### config.mk
export PLATFORM = sky130hd
export DESIGN_NAME = clkgen_startup_seq
export DESIGN_NICKNAME = d
export VERILOG_FILES = /design/src/rtl/clkseq_pkg.sv /design/src/rtl/clkseq_sync.sv /design/src/rtl/clkseq_strap.sv /design/src/rtl/clkseq_fsm.sv /design/src/rtl/clkgen_startup_seq.sv
export SDC_FILE = /design/constraint.sdc
export NUM_CORES = 1
export LEC_CHECK = 0
export ABC_AREA = 1
export BUFFER_PORTS_ARGS = -buffer_cell sky130_fd_sc_hd__buf_2
export CAP_MARGIN = 10
export CORE_MARGIN = 2
export CORE_UTILIZATION = 45
export DETAILED_ROUTE_END_ITERATION = 10
export GPL_TIMING_DRIVEN = 0
export HOLD_SLACK_MARGIN = 0.08
export PLACE_DENSITY = 0.72
export SLEW_MARGIN = 20
export SYNTH_ARGS = -nofsm -noshare
export SYNTH_HDL_FRONTEND = slang
export SYNTH_SLANG_ARGS = --single-unit
### constraint.sdc
create_clock -name clk_ref -period 1.6 [get_ports clk_ref]
set_input_delay 0.16 -clock clk_ref [delete_from_list [all_inputs] [get_ports clk_ref]]
set_output_delay 0.16 -clock clk_ref [all_outputs]
set_load 0.01 [all_outputs]
### src/rtl/clkseq_pkg.sv
package clkseq_pkg;

    localparam int NUM_FMT = 3;

    typedef enum logic [2:0] {
        ST_RESET  = 3'd0,
        ST_SETTLE = 3'd1,
        ST_CAL    = 3'd2,
        ST_WLOCK  = 3'd3,
        ST_NORMAL = 3'd4,
        ST_PWRDN  = 3'd5
    } seq_state_e;

endpackage

### src/rtl/clkseq_sync.sv
module clkseq_sync #(
    parameter int WIDTH  = 1,
    parameter int STAGES = 2
) (
    input  logic             clk,
    input  logic             rst_n,
    input  logic [WIDTH-1:0] din,
    output logic [WIDTH-1:0] dout
);

    logic [STAGES-1:0][WIDTH-1:0] chain_q;

    always_ff @(posedge clk or negedge rst_n) begin
        if (!rst_n) begin
            chain_q <= '0;
        end else begin
            chain_q[0] <= din;
            for (int i = 1; i < STAGES; i++) begin
                chain_q[i] <= chain_q[i-1];
            end
        end
    end

    assign dout = chain_q[STAGES-1];

endmodule

### src/rtl/clkseq_strap.sv
module clkseq_strap
    import clkseq_pkg::*;
(
    input  logic [1:0]         strap,
    input  logic               active,
    output logic [NUM_FMT-1:0] mode_onehot,
    output logic               oscout_en
);

    always_comb begin
        mode_onehot = '0;
        unique case (strap)
            2'b00:   mode_onehot[0] = 1'b1;
            2'b01:   mode_onehot[1] = 1'b1;
            default: mode_onehot[2] = 1'b1;
        endcase
        oscout_en = (strap == 2'b11) && active;
    end

endmodule

### src/rtl/clkseq_fsm.sv
module clkseq_fsm
    import clkseq_pkg::*;
#(
    parameter int SETTLE_CYCLES = 16384,
    parameter int CAL_CYCLES    = 550,
    parameter int LOCK_TIMEOUT  = 1024
) (
    input  logic       clk,
    input  logic       rst_n,
    input  logic       rst_s,
    input  logic       oe_s,
    input  logic [1:0] os,
    input  logic       pll_locked,
    output logic [1:0] strap,
    output logic       cal_en,
    output logic       core_pd,
    output logic       out_hiz,
    output logic       lock_fail,
    output logic [2:0] state_code
);

    localparam int MAX_A = (SETTLE_CYCLES > CAL_CYCLES) ? SETTLE_CYCLES : CAL_CYCLES;
    localparam int MAX_CNT = (MAX_A > LOCK_TIMEOUT) ? MAX_A : LOCK_TIMEOUT;
    localparam int CW = $clog2(MAX_CNT + 1);
    localparam logic [CW-1:0] SETTLE_LAST = CW'(SETTLE_CYCLES - 1);
    localparam logic [CW-1:0] CAL_LAST    = CW'(CAL_CYCLES - 1);
    localparam logic [CW-1:0] LOCK_LAST   = CW'(LOCK_TIMEOUT - 1);

    typedef struct packed {
        seq_state_e    st;
        logic [CW-1:0] cnt;
        logic          rst_prev;
        logic          lock_fail;
        logic [1:0]    strap;
    } seq_regs_t;

    seq_regs_t seq_d, seq_q;

    always_comb begin
        seq_d          = seq_q;
        seq_d.rst_prev = rst_s;
        if (seq_q.st == ST_RESET) begin
            if (rst_s && !seq_q.rst_prev) begin
                seq_d.strap = os;
                seq_d.cnt   = '0;
                seq_d.st    = oe_s ? ST_SETTLE : ST_PWRDN;
            end
        end else if (!oe_s) begin
            seq_d.st  = ST_PWRDN;
            seq_d.cnt = '0;
        end else begin
            unique case (seq_q.st)
                ST_SETTLE: begin
                    if (seq_q.cnt == SETTLE_LAST) begin
                        seq_d.st  = ST_CAL;
                        seq_d.cnt = '0;
                    end else begin
                        seq_d.cnt = seq_q.cnt + 1'b1;
                    end
                end
                ST_CAL: begin
                    if (seq_q.cnt == CAL_LAST) begin
                        seq_d.st  = ST_WLOCK;
                        seq_d.cnt = '0;
                    end else begin
                        seq_d.cnt = seq_q.cnt + 1'b1;
                    end
                end
                ST_WLOCK: begin
                    if (pll_locked) begin
                        seq_d.st  = ST_NORMAL;
                        seq_d.cnt = '0;
                    end else if (seq_q.cnt == LOCK_LAST) begin
                        seq_d.st        = ST_CAL;
                        seq_d.cnt       = '0;
                        seq_d.lock_fail = 1'b1;
                    end else begin
                        seq_d.cnt = seq_q.cnt + 1'b1;
                    end
                end
                ST_PWRDN: begin
                    seq_d.st  = ST_SETTLE;
                    seq_d.cnt = '0;
                end
                ST_NORMAL: seq_d.st = ST_NORMAL;
                default: begin
                    seq_d.st  = ST_PWRDN;
                    seq_d.cnt = '0;
                end
            endcase
        end
    end

    always_ff @(posedge clk or negedge rst_n) begin
        if (!rst_n) begin
            seq_q <= '{st: ST_RESET, cnt: '0, rst_prev: 1'b0, lock_fail: 1'b0, strap: 2'b00};
        end else begin
            seq_q <= seq_d;
        end
    end

    assign strap      = seq_q.strap;
    assign cal_en     = (seq_q.st == ST_CAL);
    assign core_pd    = (seq_q.st == ST_PWRDN);
    assign out_hiz    = (seq_q.st != ST_NORMAL);
    assign lock_fail  = seq_q.lock_fail;
    assign state_code = seq_q.st;

    p_settle_len_r3: assert property (@(posedge clk) disable iff (!rst_n)
        (seq_q.st == ST_CAL && $past(seq_q.st) == ST_SETTLE) |-> ($past(seq_q.cnt) == SETTLE_LAST));

    p_cal_len_r4: assert property (@(posedge clk) disable iff (!rst_n)
        (seq_q.st == ST_WLOCK && $past(seq_q.st) == ST_CAL) |-> ($past(seq_q.cnt) == CAL_LAST));

    p_lock_gate_r5: assert property (@(posedge clk) disable iff (!rst_n)
        (seq_q.st == ST_NORMAL && $past(seq_q.st) != ST_NORMAL)
            |-> ($past(seq_q.st) == ST_WLOCK && $past(pll_locked)));

    p_fail_sticky_r6: assert property (@(posedge clk) disable iff (!rst_n)
        $past(seq_q.lock_fail) |-> seq_q.lock_fail);

    p_oe_pwrdn_r9: assert property (@(posedge clk) disable iff (!rst_n)
        (!oe_s && seq_q.st != ST_RESET) |=> (seq_q.st == ST_PWRDN));

endmodule

### src/rtl/clkgen_startup_seq.sv
module clkgen_startup_seq
    import clkseq_pkg::*;
#(
    parameter int SETTLE_CYCLES = 16384,
    parameter int CAL_CYCLES    = 550,
    parameter int LOCK_TIMEOUT  = 1024,
    parameter int SYNC_STAGES   = 2
) (
    input  logic               clk_ref,
    input  logic               rst_n,
    input  logic               oe,
    input  logic [1:0]         os,
    input  logic               pll_locked,
    output logic               cal_en,
    output logic               core_pd,
    output logic               out_hiz,
    output logic [NUM_FMT-1:0] mode_onehot,
    output logic               oscout_en,
    output logic               lock_fail,
    output logic [2:0]         state_code
);

    logic [1:0] pins_s;
    logic [1:0] strap;

    clkseq_sync #(.WIDTH(2), .STAGES(SYNC_STAGES)) u_sync (
        .clk   (clk_ref),
        .rst_n (rst_n),
        .din   ({oe, 1'b1}),
        .dout  (pins_s)
    );

    clkseq_fsm #(
        .SETTLE_CYCLES (SETTLE_CYCLES),
        .CAL_CYCLES    (CAL_CYCLES),
        .LOCK_TIMEOUT  (LOCK_TIMEOUT)
    ) u_fsm (
        .clk        (clk_ref),
        .rst_n      (rst_n),
        .rst_s      (pins_s[0]),
        .oe_s       (pins_s[1]),
        .os         (os),
        .pll_locked (pll_locked),
        .strap      (strap),
        .cal_en     (cal_en),
        .core_pd    (core_pd),
        .out_hiz    (out_hiz),
        .lock_fail  (lock_fail),
        .state_code (state_code)
    );

    clkseq_strap u_strap (
        .strap       (strap),
        .active      (!out_hiz),
        .mode_onehot (mode_onehot),
        .oscout_en   (oscout_en)
    );

    p_osc_active_r7: assert property (@(posedge clk_ref) disable iff (!rst_n)
        oscout_en |-> (!out_hiz && !core_pd));

    p_strap_held_r8: assert property (@(posedge clk_ref) disable iff (!rst_n)
        (state_code != 3'd0 && $past(state_code) != 3'd0) |-> $stable(mode_onehot));

endmodule

* After elaboration in Yosys (flattened, before gate mapping) *
Cells that the tools add are included.
W data, S select, Z words.

cells by class
  bitwise gates (word level) = 2
  reductions and logical operators = 11
  add/sub/neg operators = 1
  equality and inequality tests = 16
  mux-type cells = 16

operators by type and width
  kind                     count
  $mux W18                 4
  $pmux W15 S4             1
  $mux W15                 3
  $eq A15 B10 Y1 const B   2
  $add A15 B1 Y15 const B  1
  $eq A15 B14 Y1 const B   1
  $pmux W3 S5              1
  $mux W3                  4
  $ne A4 B2 Y1 const B     2
  $eq A3 B2 Y1 const B     2
  $eq A3 B3 Y1 const B     2
  $ne A5 B3 Y1 const B     1
  $reduce_and A5 Y1        1
  $reduce_and A2 Y1        2
  $reduce_and A4 Y1        1
  $eq A3 B1 Y1 const B     1
  $logic_not A3 Y1         1
  $mux W1                  3
  $ne A3 B2 Y1 const B     1
  $ne A3 B3 Y1 const B     1
  $eq A2 B1 Y1 const B     1
  $eq A2 B2 Y1 const B     1
  $logic_and A1 B1 Y1      2
  $logic_not A1 Y1         2
  other kinds (4)          5

storage, ports and cells
  output and inout bits = 11
  bits of input ports = 6
  logic and storage cells = 53
  register bits = 26

* Depth between registers and ports, before layout *
  word-level depth = 6
  depth in mapped cells = 12
  gate-level depth less buffers = 11

* Hierarchy *
Synthesis repeated with hierarchy kept, for this count alone.

unflattened totals
  cells, all modules = 235
  area total of the unflattened synthesis = 1,742.9 um^2

modules (own cells, without submodules)
  module              sequential area each (um^2)  instances  area each (um^2)  cells an instance
  clkseq_fsm          550.5                        1          1,597.8           221
  clkseq_sync         100.1                        1          115.1             6
  clkseq_strap        0.0                          1          22.5              6
  clkgen_startup_seq  0.0                          1          7.5               2

* Least setup slack after synthesis *
OpenSTA, ideal clock, no wires.

  path type = register -> register
  start = reg u_fsm.seq_q (netlist bit u_fsm.state_code[0])
  end = reg u_fsm.seq_q[18] (netlist name)
  period minus slack after synthesis = 1.448 ns
  setup time = 0.122 ns
  cell stages (with the launch flop) = 11
  buffers on the path = 2
  slack = 0.152 ns
  arrival = 1.326 ns
  required time = 1.478 ns
  path through = dfrtp_1 > buf_4 > nor2_4 > nand2_2 > nor2_2 > nor2_4 > inv_2 > buf_6 > nor2_1 > a21oi_1 > a21oi_2

between the ends
  word-level cells in the longest chain between the ends = 4
  elaborated cells on any way between the ends = 11
  those cells by class = eq/ne: 6; mux: 3; reduce/logical: 2

ends and longest elaborated chain
  element                                     line              RTL
  start, declared                             clkseq_fsm.sv:37  seq_regs_t seq_d, seq_q;
  start signal, assigned                      clkseq_fsm.sv:96  seq_q <= '{st: ST_RESET, cnt: '0, rst_prev: 1'b0, lock_fail: 1'b0, strap: 2'b00};
  start signal, assigned                      clkseq_fsm.sv:98  seq_q <= seq_d;
  $eq A3 B3 Y1, or another cell as far along  clkseq_fsm.sv:52  unique case (seq_q.st)
  $pmux W15 S4                                clkseq_fsm.sv:52
  $mux W18                                    clkseq_fsm.sv:48  end else if (!oe_s) begin
  $mux W18                                    clkseq_fsm.sv:42  if (seq_q.st == ST_RESET) begin

Several ways; a longest one is shown, not always the timed one.
A chain may end at the register's enable or synchronous reset.

* Worst setup path after layout *
  start = reg u_fsm.seq_q[4] (netlist name)
  end = reg u_fsm.seq_q[7] (netlist name)

between the ends
  word-level cells in the longest chain between the ends = 6
  elaborated cells on any way between the ends = 11
  those cells by class = add/sub: 1; eq/ne: 3; mux: 7

ends and longest elaborated chain
  element                                                   line              RTL
  $add A15 B1 Y15 / $eq A15 B10 Y1 (equally long branches)  -
  $mux W15                                                  clkseq_fsm.sv:73  end else if (seq_q.cnt == LOCK_LAST) begin
  $mux W18                                                  clkseq_fsm.sv:70  if (pll_locked) begin
  $pmux W15 S4 (*)                                          clkseq_fsm.sv:52
  $mux W18 (*)                                              clkseq_fsm.sv:48
  $mux W18 (*)                                              clkseq_fsm.sv:42

Mark *: on every way between the ends. The rest lies on a longest branch, timed or not.

==> flow_results.xml <==
<?xml version="1.0" encoding="UTF-8"?>
<metrics>
  <group name="outcome">
    <metric name="outcome" unit="">finished, violations left</metric>
    <metric name="failing_checks" unit="">negative setup slack</metric>
  </group>
  <group name="worst_setup_path">
    <metric name="crit_path_top_delay_cell" unit="">dfrtp_1</metric>
    <metric name="capturing_point_of_the_worst_reg2reg_path" unit="">u_fsm.seq_q[7]</metric>
    <metric name="reg2regPathDepth" unit="">10</metric>
    <metric name="rr_startpoint" unit="">u_fsm.seq_q[4]</metric>
    <metric name="kind_of_launch_point_of_the_worst_setup_path" unit="">flop</metric>
    <metric name="crit_chain" unit="">buf_6 -&gt; ha_4 -&gt; nand3_4 -&gt; nor2_4 -&gt; nand2_2 -&gt; nand3_2 -&gt; nand3_4 -&gt; buf_6 -&gt; nand3_2 -&gt; o21ai_1</metric>
    <metric name="worst_setup_path_end_kind" unit="">flop</metric>
    <metric name="max_stage_delay" unit="ns">0.38</metric>
    <metric name="worst-endpoint-required" unit="ns">1.76</metric>
    <metric name="critPathMaxFanout" unit="">5</metric>
    <metric name="worstPathArrival" unit="ns">1.77</metric>
    <metric name="criticalPathCategory" unit="">flop to flop</metric>
    <metric name="ff2ff_setup_slack" unit="ns">-0.003</metric>
  </group>
  <group name="global_route">
    <metric name="grt_pass1_wl" unit="um">6260</metric>
    <metric name="grt-ovfl-total" unit="">0</metric>
    <metric name="antenna_violations_before_repair" unit="">0</metric>
    <metric name="via_count_of_the_first_global_routing_pass" unit="">1406</metric>
    <metric name="groute.usage.overall" unit="%">18.8</metric>
    <metric name="grt_max_degree" unit="">27</metric>
  </group>
  <group name="power_and_ir_drop">
    <metric name="cellLeakagePower" unit="uW">0.00112</metric>
    <metric name="pwr_density_cell" unit="nW/um2">1330</metric>
    <metric name="ir_worst_vdd" unit="mV">0.628</metric>
  </group>
  <group name="timing">
    <metric name="transition_time_at_the_pin_with_the_least_slew_margin" unit="ns">0.577</metric>
    <metric name="period_share" unit="%">100</metric>
    <metric name="timing.slew.headroom" unit="%">61.5</metric>
    <metric name="final.min_clock_period" unit="ns">1.60</metric>
    <metric name="hold_violations" unit="">0</metric>
    <metric name="drv_slew" unit="">0</metric>
    <metric name="grt_setup_unrepaired" unit="">yes</metric>
    <metric name="setup-violations-final" unit="">1</metric>
    <metric name="holdWs" unit="ns">0.111</metric>
    <metric name="final.setup.worst_slack" unit="ns">-0.00338</metric>
    <metric name="final.setup_skew" unit="ns">0.00316</metric>
    <metric name="maxClockFrequency" unit="MHz">624</metric>
  </group>
  <group name="die">
    <metric name="width_of_the_die" unit="um">65.7</metric>
    <metric name="core" unit="um2">3660</metric>
    <metric name="die_area" unit="um2">4310</metric>
    <metric name="floorplan.die.height" unit="um">65.7</metric>
    <metric name="io_pins" unit="">17</metric>
    <metric name="core.rowCount" unit="">22</metric>
    <metric name="initial_core_util" unit="%">46.8</metric>
  </group>
  <group name="clock_tree">
    <metric name="cts_num_sinks" unit="">26</metric>
    <metric name="tritoncts" unit="">built</metric>
    <metric name="cts_made_buffers" unit="">3</metric>
    <metric name="ctsRootBufferMaster" unit="">clkbuf_8</metric>
    <metric name="cts.htree.levels" unit="">1</metric>
    <metric name="worst_setup_hold_path_clk_slew" unit="ns">0.09</metric>
    <metric name="cts_buffer_depth" unit="">2</metric>
    <metric name="clkLatencyLatePin" unit="ns">0.28</metric>
  </group>
  <group name="synth">
    <metric name="synth_largest_area_cell" unit="">dfrtp_1</metric>
    <metric name="synth.lib_cells_used.distinct" unit="">30</metric>
    <metric name="synth_top_area_share" unit="%">38.0</metric>
    <metric name="synth.top_cells.by_area" unit="">dfrtp_1 38%, nand2_1 16%, nor2_1 8.8%, inv_1 6.8%, nand3_1 5.0%</metric>
    <metric name="syn_avg_cell_area" unit="um2">6.85</metric>
    <metric name="mappedNetlistArea" unit="um2">1710</metric>
    <metric name="postSynthNetCount" unit="">258</metric>
    <metric name="yosys.cell_count.top_type" unit="">nand2_1</metric>
    <metric name="synth.yosys.warnings" unit="">0</metric>
    <metric name="ys_async_sr_fraction" unit="%">100</metric>
    <metric name="number_of_enable_flip_flop_cells_after_synthesis" unit="">0</metric>
    <metric name="fraction_of_the_yosys_area_taken_by_sequential_cells" unit="%">38.0</metric>
    <metric name="synthFlopType" unit="">dfrtp_1</metric>
    <metric name="synth_common_cells" unit="">74 x nand2_1, 40 x nor2_1, 31 x inv_1, 26 x dfrtp_1, 17 x nand3_1</metric>
    <metric name="synthCells" unit="">250</metric>
    <metric name="postSynthRegisterBits" unit="">26</metric>
  </group>
  <group name="detailed_routing">
    <metric name="via_per_inst" unit="">4.94</metric>
    <metric name="vias" unit="">1673</metric>
    <metric name="dr.first_iter.drc_count" unit="">116</metric>
    <metric name="drtPass1Iterations" unit="">4</metric>
    <metric name="drcViolationCount" unit="">0</metric>
    <metric name="post_detailed_route_wirelength_per_cell" unit="um">12.4</metric>
    <metric name="postRouteAntennaNets" unit="">0</metric>
    <metric name="total_length_of_routed_wires" unit="um">4210</metric>
  </group>
  <group name="min_path">
    <metric name="hold_start" unit="">os[1]</metric>
    <metric name="timing.hold.worst_path_depth" unit="">2</metric>
    <metric name="min-delay-path-class" unit="">input pin to flop</metric>
    <metric name="holdPathEnd" unit="">u_fsm.strap[1]</metric>
  </group>
  <group name="layout">
    <metric name="finish.instance_area" unit="um2">2300</metric>
    <metric name="n_antenna_cell" unit="">0</metric>
    <metric name="layout-area-overhead-vs-synth" unit="%">34.3</metric>
    <metric name="nNetsFinal" unit="">300</metric>
    <metric name="final_layout_size_suffix_gt1_share" unit="%">36.1</metric>
  </group>
  <group name="placed_design">
    <metric name="io_buffers" unit="">16</metric>
    <metric name="finalWeightedCongestion" unit="">0.862</metric>
    <metric name="place_ws" unit="ns">-0.0658</metric>
    <metric name="placed_area" unit="um2">1850</metric>
    <metric name="detailed_place_hpwl" unit="um">2680</metric>
  </group>
  <group name="job">
    <metric name="drv_cap" unit="">0</metric>
  </group>
</metrics>
==> state kept, by name, indices dropped and copies added, names as in the netlist <==
signal and flops:
u_fsm.seq_q 16, u_fsm.lock_fail 1, u_fsm.state_code 3, u_fsm.strap 2, u_sync.dout 2, u_sync.chain_q 2
==> metal layers <==
metal	vias up	GRT usage, %	routed length [um]
li1	866	-	-
met4	0	7.81	87
met1	762	25.9	1920
met3	7	2.23	169
met2	38	29.9	2030
met5	-	0	0
==> timing repair <==
action / in CTS / in global routing
hold buffers: 2 / 0
setup buffers: 3 / 13
gates cloned: 0 / 3
setup endpoints to repair: 10 / 17
gates resized for setup: 2 / 54
pin swaps: 2 / 15
hold endpoints to repair: 27 / 0
==> layout by cell type (no fill, tap or decap), types with 2 or more instances in the layout <==
cell type      count
a21oi_2            6
ha_4               2
buf_6              5
o21ai_2            2
nand2_4            3
nand3_2            6
nor2_4             7
o21ai_1            4
nand3_4            2
nand3_1           11
o21ai_0            3
nand2_2           12
buf_2             16
a21oi_1            7
clkbuf_8           3
inv_1             29
nand2_1           60
dlygate4sd3_1      2
dfrtp_2            4
inv_2              7
nand4_1            4
nor2_2             6
nor2_1            34
dfrtp_1           22
buf_4             18
a31oi_1            2
==> report_power, final <==
group | internal, uW | switching, uW | leakage [uW]
clock network | 335 | 222 | 0.0000357
logic | 740 | 915 | 0.000753
registers | 737 | 99.2 | 0.000334
==> how the worst max path moves through the flow <==
| stage | from | end | slack, ns | cells after the start |
|---|---|---|---|---|
| after CTS | u_fsm.seq_q[5] | u_fsm.seq_q[11] | 0.002 | 9 |
| after detailed placement | u_fsm.seq_q[4] | u_fsm.seq_q[11] | -0.07 | 9 |
| after floorplan | u_fsm.state_code[0] | u_fsm.seq_q[18] | 0.15 | 10 |
| final | u_fsm.seq_q[4] | u_fsm.seq_q[7] | -0.003 | 10 |
| after global routing | u_fsm.seq_q[4] | u_fsm.seq_q[6] | -0.09 | 10 |
| after global placement | u_fsm.seq_q[4] | u_fsm.seq_q[17] | -0.09 | 9 |
==> cells by family (layout without fill, tap and decap cells) <==
| group | count (synthesis) | after routing | synth area share [%] |
|---|---|---|---|
| AOI/OAI and AO/OA | 26 | 26 | 9.06 |
| xor gates and xnor gates | 1 | 1 | 0.512 |
| adders and majority gates | 2 | 2 | 1.46 |
| buffers and inverters | 44 | 84 | 11.6 |
| DFF | 26 | 26 | 38.0 |
| muxes | 1 | 1 | 0.658 |
| other | 1 | 1 | 0.219 |
| and+or+nand+nor | 149 | 150 | 38.5 |
==> cell type report <==
| class | count | area [um2] |
|---|---|---|
| Tap cell | 48 | 60.1 |
| Fill cell | 298 | 1360 |
| Multi-Input combinational cell | 181 | 1040 |
| Clock buffer | 3 | 41.3 |
| Inverter | 36 | 135 |
| Clock inverter | 1 | 30.0 |
| Buffer | 8 | 71.3 |
| Timing Repair Buffer | 36 | 264 |
| Sequential cell | 26 | 656 |
==> through the flow <==
stage	utilization (%)	setup TNS, ns	power [uW]	std cells
after floorplan	-	0	1640	250
after global placement	50.6	-0.821	1930	314
after detailed placement	50.6	-0.595	1930	314
after CTS	53.9	0	2550	323
after global routing	62.8	-1.02	3250	339
final	62.8	-0.00338	3050	339
==> worst max-delay path, delay by kind of cell, from the launching register on <==
kind	cells	cell delay [ns]
compound gates	1	0.05
fa+ha+maj	1	0.15
buf+inv	2	0.27
flops	1	0.38
simple gates	6	0.63
Power figures use the tool's default switching activity.
